## src/rtl/xlt_pkg.sv

```systemverilog
package xlt_pkg;

  typedef enum logic [1:0] {
    ACC_READ     = 2'd0,
    ACC_WRITE    = 2'd1,
    ACC_FETCH    = 2'd2,
    ACC_READ_ALT = 2'd3
  } acc_kind_e;

  typedef enum logic [2:0] {
    FLT_NONE   = 3'd0,
    FLT_ABSENT = 3'd1,
    FLT_PRIV   = 3'd2,
    FLT_RDONLY = 3'd3,
    FLT_NOEXEC = 3'd4
  } fault_e;

  // first member is the MSB: dirty is bit 7, present is bit 0
  typedef struct packed {
    logic dirty;
    logic accessed;
    logic wr_thru;
    logic cache_dis;
    logic no_exec;
    logic user_ok;
    logic writable;
    logic present;
  } pte_flags_t;

endpackage

```

## src/rtl/xlt_rst_sync.sv

```systemverilog
module xlt_rst_sync #(
  parameter int STAGES = 2
) (
  input  logic clk,
  input  logic rst_n_a,
  output logic rst_n_s
);
  logic [STAGES-1:0] sh_q;
  logic [STAGES-1:0] sh_d;

  always_comb sh_d = {sh_q[STAGES-2:0], 1'b1};

  always_ff @(posedge clk or negedge rst_n_a) begin
    if (!rst_n_a) sh_q <= '0;
    else          sh_q <= sh_d;
  end

  assign rst_n_s = sh_q[STAGES-1];
endmodule

```

## src/rtl/xlt_entry_store.sv

```systemverilog
module xlt_entry_store
  import xlt_pkg::*;
#(
  parameter int ENTRIES = 40,
  parameter int TAG_W   = 20,
  parameter int PFN_W   = 20,
  parameter int IDX_W   = 6
) (
  input  logic             clk,
  input  logic             rst_n,
  input  logic             flush,
  input  logic             fill_en,
  input  logic [IDX_W-1:0] fill_idx,
  input  logic [TAG_W-1:0] fill_tag,
  input  logic [PFN_W-1:0] fill_pfn,
  input  pte_flags_t       fill_flags,
  input  logic             upd_en,
  input  logic [IDX_W-1:0] upd_idx,
  input  logic             upd_dirty,
  input  logic [IDX_W-1:0] rd_idx,
  output logic             rd_used,
  output logic [TAG_W-1:0] rd_tag,
  output logic [PFN_W-1:0] rd_pfn,
  output pte_flags_t       rd_flags
);
  logic [ENTRIES-1:0] used_vec;
  logic [TAG_W-1:0]   tag_arr [ENTRIES];
  logic [PFN_W-1:0]   pfn_arr [ENTRIES];
  pte_flags_t         flg_arr [ENTRIES];

  for (genvar g = 0; g < ENTRIES; g++) begin : g_slot
    logic             used_q, used_d;
    logic             ld_we, fl_we;
    logic [TAG_W-1:0] tag_q;
    logic [PFN_W-1:0] pfn_q;
    pte_flags_t       flg_q, flg_d;

    // next state: flush beats fill, fill beats flag update
    always_comb begin
      ld_we  = fill_en && !flush && (fill_idx == IDX_W'(g));
      fl_we  = ld_we || (upd_en && !flush && (upd_idx == IDX_W'(g)));
      used_d = flush ? 1'b0 : (ld_we ? 1'b1 : used_q);
      flg_d  = flg_q;
      if (ld_we) begin
        flg_d = fill_flags;
      end else begin
        flg_d.accessed = 1'b1;
        if (upd_dirty) flg_d.dirty = 1'b1;
      end
    end

    always_ff @(posedge clk or negedge rst_n) begin
      if (!rst_n) used_q <= 1'b0;
      else        used_q <= used_d;
    end

    always_ff @(posedge clk) begin
      if (ld_we) begin
        tag_q <= fill_tag;
        pfn_q <= fill_pfn;
      end
    end

    always_ff @(posedge clk) begin
      if (fl_we) flg_q <= flg_d;
    end

    assign used_vec[g] = used_q;
    assign tag_arr[g]  = tag_q;
    assign pfn_arr[g]  = pfn_q;
    assign flg_arr[g]  = flg_q;
  end

  always_comb begin
    rd_used  = 1'b0;
    rd_tag   = '0;
    rd_pfn   = '0;
    rd_flags = '0;
    for (int i = 0; i < ENTRIES; i++) begin
      if (rd_idx == IDX_W'(i)) begin
        rd_used  = used_vec[i];
        rd_tag   = tag_arr[i];
        rd_pfn   = pfn_arr[i];
        rd_flags = flg_arr[i];
      end
    end
  end
endmodule

```

## src/rtl/xlt_perm_check.sv

```systemverilog
module xlt_perm_check
  import xlt_pkg::*;
(
  input  pte_flags_t flg,
  input  acc_kind_e  kind,
  input  logic       user_mode,
  output fault_e     fault
);
  always_comb begin
    if (!flg.present)                          fault = FLT_ABSENT;
    else if (user_mode && !flg.user_ok)        fault = FLT_PRIV;
    else if (kind == ACC_WRITE && !flg.writable) fault = FLT_RDONLY;
    else if (kind == ACC_FETCH && flg.no_exec) fault = FLT_NOEXEC;
    else                                       fault = FLT_NONE;
  end
endmodule

```

## src/rtl/xlt_resp_reg.sv

```systemverilog
module xlt_resp_reg #(
  parameter int PA_W = 32
) (
  input  logic            clk,
  input  logic            rst_n,
  input  logic            vld_n,
  input  logic            hit_n,
  input  logic            miss_n,
  input  logic [2:0]      fault_n,
  input  logic [PA_W-1:0] pa_n,
  input  logic [3:0]      side_n,
  output logic            vld_q,
  output logic            hit_q,
  output logic            miss_q,
  output logic [2:0]      fault_q,
  output logic [PA_W-1:0] pa_q,
  output logic [3:0]      side_q
);
  always_ff @(posedge clk or negedge rst_n) begin
    if (!rst_n) begin
      vld_q   <= 1'b0;
      hit_q   <= 1'b0;
      miss_q  <= 1'b0;
      fault_q <= '0;
      pa_q    <= '0;
      side_q  <= '0;
    end else begin
      vld_q   <= vld_n;
      hit_q   <= hit_n;
      miss_q  <= miss_n;
      fault_q <= fault_n;
      pa_q    <= pa_n;
      side_q  <= side_n;
    end
  end
endmodule

```

## src/rtl/vpage_xlate_tlb.sv

```systemverilog
module vpage_xlate_tlb
  import xlt_pkg::*;
#(
  parameter int VA_W      = 32,
  parameter int PA_W      = 32,
  parameter int PAGE_BITS = 12,
  parameter int ENTRIES   = 40
) (
  input  logic                      clk,
  input  logic                      rst_n,
  input  logic                      flush,
  input  logic                      fill_en,
  input  logic [VA_W-PAGE_BITS-1:0] fill_vpn,
  input  logic [PA_W-PAGE_BITS-1:0] fill_pfn,
  input  logic [7:0]                fill_flags,
  input  logic                      req_vld,
  input  logic [VA_W-1:0]           req_va,
  input  logic [1:0]                req_kind,
  input  logic                      req_user,
  output logic                      rsp_vld,
  output logic                      rsp_hit,
  output logic                      rsp_miss,
  output logic [2:0]                rsp_fault,
  output logic [PA_W-1:0]           rsp_pa,
  output logic                      rsp_cache_dis,
  output logic                      rsp_wr_thru,
  output logic                      rsp_acc_prev,
  output logic                      rsp_dirty_prev
);
  localparam int VPN_W = VA_W - PAGE_BITS;
  localparam int PFN_W = PA_W - PAGE_BITS;
  localparam int IDX_W = (ENTRIES > 1) ? $clog2(ENTRIES) : 1;

  logic             rst_n_s;
  logic [VPN_W-1:0] req_vpn;
  logic [IDX_W-1:0] req_idx, fill_idx;
  logic             rd_used;
  logic [VPN_W-1:0] rd_tag;
  logic [PFN_W-1:0] rd_pfn;
  pte_flags_t       rd_flags;
  fault_e           chk_fault;
  acc_kind_e        kind;

  logic             hit_c, miss_c, ok_c;
  logic [2:0]       fault_c;
  logic [PA_W-1:0]  pa_c;
  logic [3:0]       side_c;
  logic [3:0]       side_q;

  xlt_rst_sync #(.STAGES(2)) u_rst (
    .clk(clk), .rst_n_a(rst_n), .rst_n_s(rst_n_s)
  );

  assign req_vpn  = req_va[VA_W-1:PAGE_BITS];
  assign req_idx  = IDX_W'(req_vpn % VPN_W'(ENTRIES));
  assign fill_idx = IDX_W'(fill_vpn % VPN_W'(ENTRIES));
  assign kind     = acc_kind_e'(req_kind);

  xlt_entry_store #(
    .ENTRIES(ENTRIES), .TAG_W(VPN_W), .PFN_W(PFN_W), .IDX_W(IDX_W)
  ) u_store (
    .clk(clk), .rst_n(rst_n_s), .flush(flush),
    .fill_en(fill_en), .fill_idx(fill_idx), .fill_tag(fill_vpn),
    .fill_pfn(fill_pfn), .fill_flags(pte_flags_t'(fill_flags)),
    .upd_en(ok_c), .upd_idx(req_idx), .upd_dirty(kind == ACC_WRITE),
    .rd_idx(req_idx), .rd_used(rd_used), .rd_tag(rd_tag),
    .rd_pfn(rd_pfn), .rd_flags(rd_flags)
  );

  xlt_perm_check u_perm (
    .flg(rd_flags), .kind(kind), .user_mode(req_user), .fault(chk_fault)
  );

  // next-state of the response
  always_comb begin
    hit_c   = req_vld && rd_used && (rd_tag == req_vpn);
    miss_c  = req_vld && !hit_c;
    fault_c = hit_c ? chk_fault : FLT_NONE;
    ok_c    = hit_c && (fault_c == FLT_NONE);
    pa_c    = ok_c ? {rd_pfn, req_va[PAGE_BITS-1:0]} : '0;
    side_c  = ok_c ? {rd_flags.cache_dis, rd_flags.wr_thru,
                      rd_flags.accessed, rd_flags.dirty} : 4'b0;
  end

  xlt_resp_reg #(.PA_W(PA_W)) u_resp (
    .clk(clk), .rst_n(rst_n_s),
    .vld_n(req_vld), .hit_n(hit_c), .miss_n(miss_c), .fault_n(fault_c),
    .pa_n(pa_c), .side_n(side_c),
    .vld_q(rsp_vld), .hit_q(rsp_hit), .miss_q(rsp_miss), .fault_q(rsp_fault),
    .pa_q(rsp_pa), .side_q(side_q)
  );

  assign rsp_cache_dis  = side_q[3];
  assign rsp_wr_thru    = side_q[2];
  assign rsp_acc_prev   = side_q[1];
  assign rsp_dirty_prev = side_q[0];
endmodule

```

## config.mk

```make
export PLATFORM = sky130hd
export DESIGN_NAME = vpage_xlate_tlb
export DESIGN_NICKNAME = d
export VERILOG_FILES = /design/src/rtl/xlt_pkg.sv /design/src/rtl/xlt_rst_sync.sv /design/src/rtl/xlt_entry_store.sv /design/src/rtl/xlt_perm_check.sv /design/src/rtl/xlt_resp_reg.sv /design/src/rtl/vpage_xlate_tlb.sv
export SDC_FILE = /design/constraint.sdc
export NUM_CORES = 2
export LEC_CHECK = 0
export ABC_AREA = 1
export BUFFER_PORTS_ARGS = -buffer_cell sky130_fd_sc_hd__buf_2
export CAP_MARGIN = 10
export CORE_ASPECT_RATIO = 1.75
export CORE_MARGIN = 2
export CORE_UTILIZATION = 65
export DETAILED_ROUTE_END_ITERATION = 16
export PLACE_DENSITY_LB_ADDON = 0.15
export SKIP_LAST_GASP = 1
export SYNTH_ARGS = -nofsm -noshare
export SYNTH_HDL_FRONTEND = slang
export SYNTH_SLANG_ARGS = --single-unit
```

## constraint.sdc

```tcl
create_clock -name clk -period 4.7 [get_ports clk]
set_clock_uncertainty 0.1 [all_clocks]
set_input_delay 0.705 -clock clk [delete_from_list [all_inputs] [get_ports clk]]
set_output_delay 0.705 -clock clk [all_outputs]
set_load 0.005 [all_outputs]
```

-- Word-level counts from Yosys, hierarchy flattened
Cells that the tools add are included.
- flip-flop bits (word level): 2004
- bits of input ports: 88
- logic and storage cells: 1114
- div/mod/pow operators: 2
- equality and inequality tests: 81
- mux-type cells: 288
- reduce and logical (&&, ||, !) cells: 296
- operators by type and width (cell ; number):
    20-bit 2-to-1 mux ; 80
    8-bit 2-to-1 mux ; 40
    6-bit by 5-bit == test with 1-bit output, second input constant ; 32
    2-bit AND reduction ; 80
    2-bit nonzero test ; 80
    1-bit 2-to-1 mux ; 121
    6-bit by 4-bit == test with 1-bit output, second input constant ; 16
    6-bit == test, second input constant ; 16
    1-bit logical AND ; 89
    2-bit 2-to-1 mux ; 40
    6-bit by 3-bit == test with 1-bit output, second input constant ; 8
    1-bit logical OR ; 40
    20-bit by 6-bit modulo with 20-bit output, second input constant ; 2
    32-bit 2-to-1 mux ; 1
    6-bit by 2-bit == test with 1-bit output, second input constant ; 4
    20-bit == test ; 1
    3-bit 2-to-1 mux ; 5
    6-bit by 1-bit == test with 1-bit output, second input constant ; 2
    6-bit zero test ; 2
    1-bit zero test ; 4
    4-bit 2-to-1 mux ; 1
    3-bit zero test ; 1
    2-bit by 1-bit == test with 1-bit output, second input constant ; 1
    2-bit == test, second input constant ; 1

-- Depth between registers and ports, before layout
- depth in word-level cells: 54
- mapped depth: 111

-- Modules after synthesis
Synthesis repeated with hierarchy kept, for this count alone.
- cells, all modules: 6894
- area, all modules: 80960.1 um^2
- by module, submodules not included (module ; times used ; cells an instance ; area an instance (um^2)):
    xlt_entry_store ; 1 ; 6162 ; 76448.3
    vpage_xlate_tlb ; 1 ; 675 ; 3357.0
    xlt_resp_reg ; 1 ; 42 ; 1051.0
    xlt_rst_sync ; 1 ; 3 ; 53.8
    xlt_perm_check ; 1 ; 12 ; 50.0

-- Worst setup path before layout
No wires, ideal clock.
- path type: input -> register
- from: input port fill_vpn[17]
- to: register u_store.g_slot[33].flg_q, in the netlist u_store.flg_arr[54] (enable)
- setup time: 0.306 ns
- arrival time: 10.716 ns
- slack: -6.422 ns
- stages on the path: 88
- cells stage by stage: inv_1 nand2_1 nand2_1 nor2_1 nor2_2 nor2_1 xnor2_1 inv_1 nor2_1 inv_2 nand2_1 inv_2 nor2_2 xnor2_1 o21ai_1 nor2_1 nor2_2 nor2_1 (+52 left out) nor2_1 nor2_1 nor2_1 inv_1 nor2_1 inv_2 nand2_2 o21ai_1 inv_2 or2_4 nand2_2 nor2_1 inv_2 nor2_1 inv_2 nor2_1 inv_2 o21ai_1
- cells in the longest elaborated chain, start to end: 4
- ends and longest elaborated chain (element ; RTL line ; RTL):
    start, declared ; vpage_xlate_tlb.sv:13 ; input logic [VA_W-PAGE_BITS-1:0] fill_vpn,
    20-bit by 6-bit modulo with 20-bit output ; vpage_xlate_tlb.sv:56 ; assign fill_idx = IDX_W'(fill_vpn % VPN_W'(ENTRIES));
    6-bit == test ; xlt_entry_store.sv:40 ; ld_we = fill_en && !flush && (fill_idx == IDX_W'(g));
    1-bit logical AND ; xlt_entry_store.sv:40 ;
    via u_store.g_slot[33].ld_we ; xlt_entry_store.sv:33 ; logic ld_we, fl_we;
    1-bit logical OR ; xlt_entry_store.sv:41 ; fl_we = ld_we || (upd_en && !flush && (upd_idx == IDX_W'(g)));
    via u_store.g_slot[33].fl_we ; xlt_entry_store.sv:33 ;
    end signal, assigned ; xlt_entry_store.sv:65 ; if (fl_we) flg_q <= flg_d;
    end, declared ; xlt_entry_store.sv:36 ; pte_flags_t flg_q, flg_d;
The timed path passes the listed nets, and every way through them passes these cells.
A chain may end at the register's enable or synchronous reset.

-- Worst setup path after layout
- from: input port req_va[31]
- to: register u_store.g_slot[0].flg_q, in the netlist u_store.flg_arr[318] (enable)
- cells in the longest elaborated chain, start to end: 53
- elaborated cells between the ends (all ways): 179
- classes of those cells: div: 1; eq/ne: 40; mux: 125; reduce/logical: 13
- ends and longest elaborated chain (element ; RTL line ; RTL):
    start, declared ; vpage_xlate_tlb.sv:17 ; input logic [VA_W-1:0] req_va,
    20-bit by 6-bit modulo with 20-bit output ; vpage_xlate_tlb.sv:55 ; assign req_idx = IDX_W'(req_vpn % VPN_W'(ENTRIES));
    6-bit zero test ; xlt_entry_store.sv:41, xlt_entry_store.sv:80 ;
    8-bit 2-to-1 mux (40 in a row) ; xlt_entry_store.sv:80 ; if (rd_idx == IDX_W'(i)) begin
    1-bit logical AND / 1-bit zero test (equally long branches) ; xlt_perm_check.sv:13, xlt_perm_check.sv:12 ;
    3-bit 2-to-1 mux / 1-bit logical AND (equally long branches) ; xlt_perm_check.sv:13, xlt_perm_check.sv:12 ;
    3-bit 2-to-1 mux ; xlt_perm_check.sv:12 ; else if (kind == ACC_WRITE && !flg.writable) fault = FLT_RDONLY;
    3-bit 2-to-1 mux ; xlt_perm_check.sv:11 ; else if (user_mode && !flg.user_ok) fault = FLT_PRIV;
    3-bit 2-to-1 mux ; xlt_perm_check.sv:10 ; if (!flg.present) fault = FLT_ABSENT;
    3-bit 2-to-1 mux ; vpage_xlate_tlb.sv:78 ; fault_c = hit_c ? chk_fault : FLT_NONE;
    3-bit zero test ; vpage_xlate_tlb.sv:79 ; ok_c = hit_c && (fault_c == FLT_NONE);
    1-bit logical AND ; vpage_xlate_tlb.sv:79 ;
    1-bit logical AND ; xlt_entry_store.sv:41 ;
    1-bit logical AND * ; xlt_entry_store.sv:41 ;
    1-bit logical OR * ; xlt_entry_store.sv:41 ;
    via u_store.g_slot[0].fl_we ; xlt_entry_store.sv:33 ;
    end signal, assigned ; xlt_entry_store.sv:65 ;
    end, declared ; xlt_entry_store.sv:36 ;
Mark *: on every way through the listed nets, which the timed path passes. The rest lies on a longest branch.

==> run metrics <==
Layout area overhead=20.5%; gr ovfl total=0; port bufs=129; latest clock arrival within the worst-skew pair=roughly 0.8 ns; Seq/Total Area, Yosys=0.752; global-route wire length before repair=~290000 µm; cell with the most instances after synthesis=edfxtp_1; period utilisation layout=2.18; synthesized instance count=6212; CP top delay family=simple AND/OR/NAND/NOR gates; Critical Path Max Stage Delay=around 0.20 ns; mean area per synthesized cell=12.8 µm²; gr usage total=0.311; Max Clock Freq=0.0975 GHz; most common flop cell mapped by yosys=edfxtp_1; crit path buf inv count=22; CTS Buffer Depth=3; Reg2Reg Setup Slack=-0.44 ns; TritonCTS buffer count=around 170; die footprint=0.125 mm²; crit path capture type=register; # nets final=a little over 7000; Yosys warning total=0; share of cells above drive strength 1=0.242; Setup CP Type=in -> reg; initial DRC count=around 4500; HP Class=in -> async; largest net degree at the start of global routing=49; Setup-failing EPs final=roughly 2100; reg2reg start=u_store.g_slot[1].tag_q[18]$_DFFE_PP_; Pins Over Slew Limit=0; initial antenna violation count=12; post-synth top area share=0.726; FFs w/ async S/R, synth=0.0419; WP data arrival=10.67 ns; Post-Syn Nets=between 6000 and 7000; Ports=between 100 and 150; Post-synth EDFFs=1920; DR vias/cell=roughly 5.8; Max-slew headroom=0.420; measured slew at the worst slew-check pin=0.870 ns; top post-synthesis cells by count=edfxtp_1, nand2_1, nor2_1, nand4_1, inv_1; CTS tree=built; row count=169; Post-Place Cells=roughly 8500; setup_tns=-9999.33 ns; Die Height=~470 µm; Worst-path clk slew=approximately 0.07 ns; Yosys top cell by area=edfxtp_1; DP HPWL=~130000 µm; max-cap violation count=0; Seq cells post-synth=2004; H-tree depth=4; Die X=268 µm; 1st-pass router iterations=6; status=finished with violations; Sinks on Clock Net=between 2000 and 2500; DRC violations left=0; mapped cell area=about 0.079 mm²; fin cells=around 8800; vias=51300; final WL=between 150000 and 200000 µm; top cells by area, synth=edfxtp_1, nand2_1, nand4_1; CORE AREA=0.121 mm²; CP startpoint=req_va[31]; PnR worst setup slack=-5.56 ns; Most common cell on crit path=nand2_2; Detail Route Antenna Nets=0; crit start category=input pin; worst path required time=between 5 and 6 ns; violated checks=setup timing; Core Util, Final=0.790; RD Place Congestion=approximately 0.89; starting density of the core=0.655; Worst Path Max Fanout=39; Final Hold Fails=0; wire per inst=21.9 µm; critical-path cell with the highest stage delay=nor2_4; Final Critical Period=10.26 ns; post-synth cell types=62; clk root buf=clkbuf_16; RSZ-0062 raised after global routing=yes; vias in the first global route=about 52000
[through the flow]
| stage | cell area (µm²) | worst slack (ns) | hold slack, ns |
|---|---|---|---|
| floorplan | 79700 | -5.16 | 0.231 |
| global route | 95700 | -6.25 | 0.0974 |
| finish | 95700 | -5.56 | 0.126 |
| CTS | 94800 | -5.44 | 0.0753 |
| global placement | 88400 | -6.73 | 0.244 |
| detailed placement | 88400 | -7.08 | 0.240 |
[cell type report]
type	count	area [µm²]
antenna	3	7.51
clock buffer	205	4440
clock inverter	100	961
fill	6816	25500
inverter	424	1670
multi-input combinational	3546	18200
sequential	2004	59800
tap	1624	2030
timing repair buffer	920	8610
timing repair inverter	1	6.26
[final timing paths]
check / depth (start not counted) / end
setup / recovery: 105 / u_store.flg_arr[318]$_SDFFCE_PN1P_
hold / removal: 2 / u_rst.sh_q[1]$_DFF_PN0_
setup reg to reg: 37 / u_store.flg_arr[318]$_SDFFCE_PN1P_
hold reg to reg: 0 / u_resp.pa_q[25]$_DFF_PN0_
max in group asynchronous: 1 / u_store.g_slot[1].used_q$_DFFE_PN0P_
min in group clk: 1 / u_store.g_slot[11].tag_q[1]$_DFFE_PP_
[metal layers]
metal / routed length [µm] / GRT usage / share of wire
met1: 69400 / 0.357 / 0.36
met2: 105000 / 0.573 / 0.54
met3: 9700 / 0.0396 / 0.050
met4: 9040 / 0.147 / 0.047
met5: 0 / 0 / 0
[cells by family (layout without fill, tap and decap cells)]
group                  after synthesis  in the layout  synth area share
buffers and inverters              662           1650            0.0369
XOR/XNOR                            26             26           0.00314
flip-flops                        2004           2004             0.752
other                                1              4         0.0000472
AND/OR/NAND/NOR                   3034           3034             0.170
AO/OA/AOI/OAI                      478            478            0.0363
multiplexers                         7              7          0.000882
[layout by cell type, fill, tap and decap left out, types with 14 or more instances in the layout]
cell type | netlist | final
clkinv_2 | 1 | 33
o21ai_1 | 67 | 53
dfrtp_1 | 84 | 83
nand3_2 | 1 | 30
nand2_2 | 30 | 76
a221oi_1 | 109 | 103
inv_2 | 101 | 110
buf_6 | 22 | 17
buf_12 | 1 | 142
buf_4 | 10 | 613
a21oi_2 | 1 | 16
nor2_8 | 19 | 19
edfxtp_1 | 1920 | 1920
inv_1 | 316 | 294
clkbuf_16 | 0 | 173
nor2_1 | 439 | 356
clkbuf_1 | 117 | 30
nor2_4 | 11 | 68
nand2_1 | 1739 | 1654
nor2_2 | 30 | 56
a21oi_1 | 217 | 200
or2_2 | 90 | 90
nand4_1 | 345 | 345
o21ai_2 | 5 | 29
dlygate4sd3_1 | 12 | 14
o21ai_0 | 57 | 45
buf_2 | 30 | 126
nand3_1 | 289 | 253
nand2_4 | 2 | 40
clkinv_1 | 3 | 38
[timing repair]
action,4_1_cts,5_1_grt
resized for setup,164,186
pin swaps,74,138
hold endpoints to repair,15,0
gates cloned,6,3
hold buffers,14,0
setup endpoints to repair,2081,2081
buffers inserted,26,22
[registers in the layout (all words and copies together) (netlist names)]
register / cells
u_resp.hit_q: 1
u_resp.pa_q: 32
u_resp.fault_q: 3
u_resp.miss_q: 1
u_resp.side_q: 4
u_resp.vld_q: 1
u_store.g_slot.tag_q: 800
u_store.flg_arr: 320
u_rst.sh_q: 2
u_store.g_slot.used_q: 40
u_store.g_slot.pfn_q: 800
Power is left out: the tool's default activity adds up to more than one toggle a clock period on the data nets, which glitch-free logic cannot reach.
